### config.mk
export PLATFORM = sky130hd
export DESIGN_NAME = pci_par_unit
export DESIGN_NICKNAME = d
export VERILOG_FILES = /design/src/rtl/pci_par_pkg.sv /design/src/rtl/par_xor_tree.sv /design/src/rtl/pci_phase_track.sv /design/src/rtl/pci_par_check.sv /design/src/rtl/pci_par_unit.sv
export SDC_FILE = /design/constraint.sdc
export NUM_CORES = 1
export LEC_CHECK = 0
export CAP_MARGIN = 20
export CORE_AREA = 2 2 41 53
export DETAILED_ROUTE_END_ITERATION = 10
export DIE_AREA = 0 0 43 55
export GPL_ROUTABILITY_DRIVEN = 0
export GPL_TIMING_DRIVEN = 0
export PLACE_DENSITY_LB_ADDON = 0.15
export SYNTH_ARGS = -nofsm -noshare
export SYNTH_HDL_FRONTEND = slang
export SYNTH_SLANG_ARGS = --single-unit
### constraint.sdc
create_clock -name clk -period 3 [get_ports clk]
set_input_delay 0.45 -clock clk [delete_from_list [all_inputs] [get_ports clk]]
set_output_delay 0.45 -clock clk [all_outputs]
set_load 0.03 [all_outputs]
### src/rtl/pci_par_pkg.sv
package pci_par_pkg;

  // One clock of bus history, captured at the edge that ends the clock.
  typedef struct packed {
    logic par;   // even parity of ad and cbe in that clock
    logic addr;  // the clock was an address phase
    logic wr;    // a claimed write data phase completed
    logic rd;    // a claimed read data phase completed
  } stage_t;

  localparam int unsigned STAGE_W = $bits(stage_t);

endpackage

### src/rtl/par_xor_tree.sv
module par_xor_tree #(
  parameter int unsigned W = 36
) (
  input  logic [W-1:0] bits,
  output logic         odd
);

  localparam int unsigned LG = (W > 1) ? $clog2(W) : 1;
  localparam int unsigned N  = 1 << LG;

  logic [N-1:0] fold;

  // Pairwise fold, halving the live width each level: depth is LG XORs.
  always_comb begin
    fold = '0;
    fold[W-1:0] = bits;
    for (int span = N / 2; span >= 1; span = span / 2) begin
      for (int i = 0; i < span; i++) begin
        fold[i] = fold[i] ^ fold[i + span];
      end
    end
    odd = fold[0];
  end

endmodule

### src/rtl/pci_phase_track.sv
module pci_phase_track (
  input  logic clk,
  input  logic rst,
  input  logic frame_act,
  input  logic irdy_act,
  input  logic trdy_act,
  input  logic devsel_act,
  input  logic is_read,
  output logic addr_ph,
  output logic wr_done,
  output logic rd_done
);

  logic idle_q;
  logic xfer;

  // The bus is idle when neither frame nor initiator-ready is active.
  always_ff @(posedge clk) begin
    if (rst) idle_q <= 1'b1;
    else     idle_q <= !frame_act && !irdy_act;
  end

  assign addr_ph = frame_act && idle_q;
  assign xfer    = irdy_act && trdy_act && devsel_act;
  assign wr_done = xfer && !is_read;
  assign rd_done = xfer && is_read;

  // frame stays active after an address phase, so no second one follows
  a_r11_addr_single: assert property (@(posedge clk) disable iff (rst)
    addr_ph |=> !addr_ph);

endmodule

### src/rtl/pci_par_check.sv
module pci_par_check
  import pci_par_pkg::*;
(
  input  logic   clk,
  input  logic   rst,
  input  stage_t stg,
  input  logic   par_in,
  input  logic   perr_en,
  input  logic   serr_en,
  output logic   perr_act,
  output logic   serr_act,
  output logic   par_err_seen
);

  logic mismatch;
  logic addr_bad;
  logic data_bad;

  assign mismatch = stg.par ^ par_in;
  assign addr_bad = stg.addr && mismatch;
  assign data_bad = stg.wr && mismatch;

  always_ff @(posedge clk) begin
    if (rst) begin
      perr_act     <= 1'b0;
      serr_act     <= 1'b0;
      par_err_seen <= 1'b0;
    end else begin
      perr_act     <= data_bad && perr_en;
      serr_act     <= addr_bad && serr_en;
      par_err_seen <= par_err_seen || addr_bad || data_bad;
    end
  end

  // an address error report lasts a single clock
  a_r3_serr_pulse: assert property (@(posedge clk) disable iff (rst)
    serr_act |=> !serr_act);

  // a data error report requires reporting enabled in the compare clock
  a_r4_perr_enabled: assert property (@(posedge clk) disable iff (rst)
    perr_act |-> $past(perr_en));

  // the status flag never clears outside reset
  a_r8_seen_sticky: assert property (@(posedge clk) disable iff (rst)
    par_err_seen |=> par_err_seen);

endmodule

### src/rtl/pci_par_unit.sv
module pci_par_unit
  import pci_par_pkg::*;
#(
  parameter int unsigned AD_W = 32,
  parameter int unsigned BE_W = 4
) (
  input  logic            clk,
  input  logic            rst,
  input  logic            frame_act,
  input  logic            irdy_act,
  input  logic            trdy_act,
  input  logic            devsel_act,
  input  logic            is_read,
  input  logic [AD_W-1:0] ad,
  input  logic [BE_W-1:0] cbe,
  input  logic            par_in,
  input  logic            perr_en,
  input  logic            serr_en,
  output logic            par_out,
  output logic            par_oe,
  output logic            perr_act,
  output logic            serr_act,
  output logic            par_err_seen
);

  localparam int unsigned COVER_W = AD_W + BE_W;

  logic   addr_ph;
  logic   wr_done;
  logic   rd_done;
  logic   fold_odd;
  stage_t stg_q;

  pci_phase_track u_track (
    .clk       (clk),
    .rst       (rst),
    .frame_act (frame_act),
    .irdy_act  (irdy_act),
    .trdy_act  (trdy_act),
    .devsel_act(devsel_act),
    .is_read   (is_read),
    .addr_ph   (addr_ph),
    .wr_done   (wr_done),
    .rd_done   (rd_done)
  );

  par_xor_tree #(.W(COVER_W)) u_tree (
    .bits({ad, cbe}),
    .odd (fold_odd)
  );

  // Single stage: parity and phase kind of this clock, used in the next.
  always_ff @(posedge clk) begin
    if (rst) stg_q <= '0;
    else     stg_q <= '{par: fold_odd, addr: addr_ph, wr: wr_done, rd: rd_done};
  end

  assign par_out = stg_q.par;
  assign par_oe  = stg_q.rd;

  pci_par_check u_check (
    .clk         (clk),
    .rst         (rst),
    .stg         (stg_q),
    .par_in      (par_in),
    .perr_en     (perr_en),
    .serr_en     (serr_en),
    .perr_act    (perr_act),
    .serr_act    (serr_act),
    .par_err_seen(par_err_seen)
  );

  // drive only in the clock after a claimed read completed
  a_r1_oe_after_read: assert property (@(posedge clk) disable iff (rst)
    par_oe |-> $past(irdy_act && trdy_act && devsel_act && is_read));

  // a data error report refers to a claimed, completed write two clocks back
  a_r6_perr_claimed: assert property (@(posedge clk) disable iff (rst)
    perr_act |-> ($past(devsel_act, 2) && $past(irdy_act && trdy_act, 2)
                  && !$past(is_read, 2)));

  // an address error report needs a frame start two clocks back
  a_r3_serr_after_addr: assert property (@(posedge clk) disable iff (rst)
    serr_act |-> $past(frame_act, 2));

endmodule

# Word-level counts from Yosys, hierarchy flattened
# Index checks and enable logic that the tools add are counted.
dict set report classes {
  add_sub_neg 0
  shifts 0
  eq_ne 0
  mul 0
  n_reduce_logical 15
  magnitude_cmp 0
  div 0
  muxes 0
  n_bitwise 36
}
# cell n
set op_table {}
lappend op_table {{$xor 1x1->1} 36}
lappend op_table {{$logic_and 1x1->1} 10}
lappend op_table {{$logic_not 1->1} 3}
lappend op_table {{$logic_or 1x1->1} 2}
dict set report word_totals {
  inputBits 46
  rom_bits 0
  wordCells 59
  latch_bits 0
  mem_bits_rw 0
  ff_bits 8
  out_inout_bits 5
  n_memories 0
}

# Logic depth before layout (Yosys ltp)
dict set report logic_depth {
  depth_word 6
  depth_mapped 5
  mapped_depth_nobuf 5
}

# Hierarchy
# Synthesis repeated with hierarchy kept, for this count alone.
dict set report unflattened {
  hier_cells 58
  area_unflattened_um2 576.8
}
# module n_inst cells_each area_per_inst_um2 seq_area_each_um2
set by_module_without_submodules {}
lappend by_module_without_submodules {par_xor_tree 1 34 311.5 0.0}
lappend by_module_without_submodules {pci_par_check 1 11 107.6 60.1}
lappend by_module_without_submodules {pci_par_unit 1 8 105.1 80.1}
lappend by_module_without_submodules {pci_phase_track 1 5 52.6 20.0}

# Worst setup path before layout
# No wires, ideal clock.
dict set report synth_timing {
  path_kind {input-to-reg}
  from {in ad[31]}
  to {reg stg_q, in the netlist par_out}
  cell_stages 5
  setup_slack_ns 1.270
  required_ns 2.879
  arrival_time_ns 1.609
  path_buffers 0
  setup_time_ns 0.121
  path_cell_list {xor2_1 > xnor2_1 > xnor2_1 > xnor3_1 > mux2_4}
}
dict set report synth_via {
  elab_chain_cells 6
}
# element line_no
set synth_lines {}
lappend synth_lines {{start, declared} pci_par_unit.sv:14} ;# input logic [AD_W-1:0] ad,
lappend synth_lines {{$xor 1x1->1 (6 in series)} par_xor_tree.sv:19} ;# fold[i] = fold[i] ^ fold[i + span];
lappend synth_lines {{end signal, assigned} pci_par_unit.sv:55} ;# else stg_q <= '{par: fold_odd, addr: addr_ph, wr: wr_done, rd: rd_done};
lappend synth_lines {{end, declared} pci_par_unit.sv:32} ;# stage_t stg_q;
# Every way passes these cells.
# A chain may end at the register's enable or synchronous reset.

# Worst setup path in the final report
dict set report layout_timing {
  from {in ad[11]}
  to {reg stg_q, in the netlist par_out}
}
dict set report layout_via {
  elab_chain_cells 5
}
# element line_no
set layout_lines {}
lappend layout_lines {{$xor 1x1->1 (5 in series)} par_xor_tree.sv:19}
# Every way passes these cells.

==> metrics.txt <==
storage element area 160 µm²; syn_area_per_cell 10.0 µm²; count leader, synth xnor2_1; Yosys cell types 12; Antenna Nets Post-Route 0; Post-Syn Instances 57; Fin Clk Skew 0.00110 ns; DRC Markers 0; Tot Pwr between 0.0004 and 0.0005 W; Critical Path RT 3.13 ns; routed vias 556; Fillers 189; drt wl/cell between 8 and 9 µm; count of hold-fix buffers inserted at cts 0; Slew Viols, Final 0; CTS Buf Count 3; Final #Nets 158; synth top area cells xnor2_1, dfxtp_1, xnor3_1; LEAKAGE between 0.4 and 0.5 nW; post-synth net total just over 100; Worst Setup End Kind register; Max clock buf depth 2; clock sinks 8; Post-synth EDFFs 0; Top FF cell, synth dfxtp_1; first-pass GRT wire length ~1800 µm; vias in the first global route 493; post-cts repair resize count 0; Hold Crit Class reg2reg; CP arrival 2.11 ns; drt total wl 1100 µm; CP max FO 1; outcome finished clean; synthesis-to-finish area growth 96.1%; Starting Density a little under a third; Final Cell Area 0.00112 mm²; Peak Freq 0.505 GHz; Max-slew headroom 79.0%; final setup vio count 0; Worst Setup Path Type in2reg; clock transition at the registers of the reported paths 0.05 ns; placed cell area 0.00110 mm²; die area 0.00237 mm²; setup_tns 0 ns; Fin. Hold Viols 0; startpoint types input port; worst skew pair latency 0.24 ns; crit share post-route between 60% and 70%; TritonCTS clock tree yes; Post CTS Setup Buffer Count 0; area leader, netlist xnor2_1; input/output buffers 50; Max IR drop VDD 230 µV; largest net degree at the start of global routing 9; root buf cell clkbuf_4; layout cell share with drive strength beyond 1 around 3.6%; drt via density 4.28; num ports 51; antenna cells 0; Synth Cell Area 571 µm²; gr usage total 10.7%; PwrDens 403 mW/mm²; Multi-input gate area 410 µm²; RSZ-0062 raised after global routing false; list of most frequent post-synthesis cells xnor2_1, dfxtp_1, nor2_1; Worst Max-Slew Pin Slew 0.315 ns; Initial DRC Count 2; Synth Warn # 0; drt pass-1 iters 3; initial antenna violation count 0; crit path time final 1.98 ns; post-synth top area share 43.0%; Row Count 18; core box area 0.00189 mm²; Horiz. Die Dim 43 µm; max cap viols 0; Die Y 55 µm; H-Tree Depth 1; sequential cell area fraction in the yosys report 28.1%; gr ovfl total 0; final core occ 59.1%; Post-synth ARST share 0%; register bit total from synthesis 8; hold_ws approximately 0.42 ns
[stage by stage]
stage	instances	worst slack, ns
after detailed placement	127	0.742
after global placement	127	0.748
after floorplan	57	1.27
after global routing	130	0.951
after CTS	130	1.01
final	130	1.02
[registers in the layout, indices dropped and copies added, names as in the netlist]
name,flops
stg_q,2
par_oe,1
par_out,1
u_check.par_err_seen,1
u_check.perr_act,1
u_check.serr_act,1
u_track.idle_q,1
[cell families after synthesis]
logic type / share of synthesized area, %
DFF: 28.1
xor gates and xnor gates: 55.5
AOI/OAI and AO/OA: 1.32
muxes: 2.63
and+or+nand+nor: 12.5
[cell usage in the layout, fill, tap and decap left out]
| cell | count |
|---|---|
| clkdlybuf4s50_1 | 50 |
| xnor2_1 | 28 |
| dfxtp_1 | 8 |
| nor2_1 | 7 |
| xor2_1 | 3 |
| clkbuf_4 | 3 |
| nand2_1 | 2 |
| and3_1 | 2 |
| xnor3_1 | 2 |
| nor4bb_1 | 1 |
| o21bai_1 | 1 |
| nor2b_1 | 1 |
| mux2_4 | 1 |
| nor4b_1 | 1 |
[metal layers]
layer	vias up	track usage, %	part of all wire, %
met4	0	6.06	0.36
met2	28	22.0	60
met1	237	9.04	30
met5	-	0	0
li1	289	-	-
met3	2	3.25	9.5
[worst paths after layout]
path                   from          endpoint  slack, ns  depth (start not counted)
min reg2reg  u_track.idle_q          stg_q[2]       0.42                          2
min          u_track.idle_q          stg_q[2]       0.42                          2
max reg2reg         par_out  u_check.perr_act       2.15                          3
max                  ad[11]           par_out       1.02                          6
[report_power, final]
group          leakage, nW  total [W]  switching, W  internal, W
logic                0.341   0.000252     0.0000812     0.000171
clock network       0.0138  0.0000768     0.0000314    0.0000454
registers           0.0655   0.000121    0.00000453     0.000117
[critical path, cell delays in order]
cell and delay [ns]:
clkdlybuf4s50_1 0.47, xor2_1 0.17, xnor2_1 0.15, xnor2_1 0.14
xnor3_1 0.43, mux2_4 0.30
[area by class of cell]
cell class,instances,share of cell area [%]
flip-flops and latches,8,14.3
multi-input cells,49,36.7
repair buffers,50,44.7
clock buffers,3,2.01
well taps,20,2.24
No activity file was read; power rests on OpenSTA's default activity.
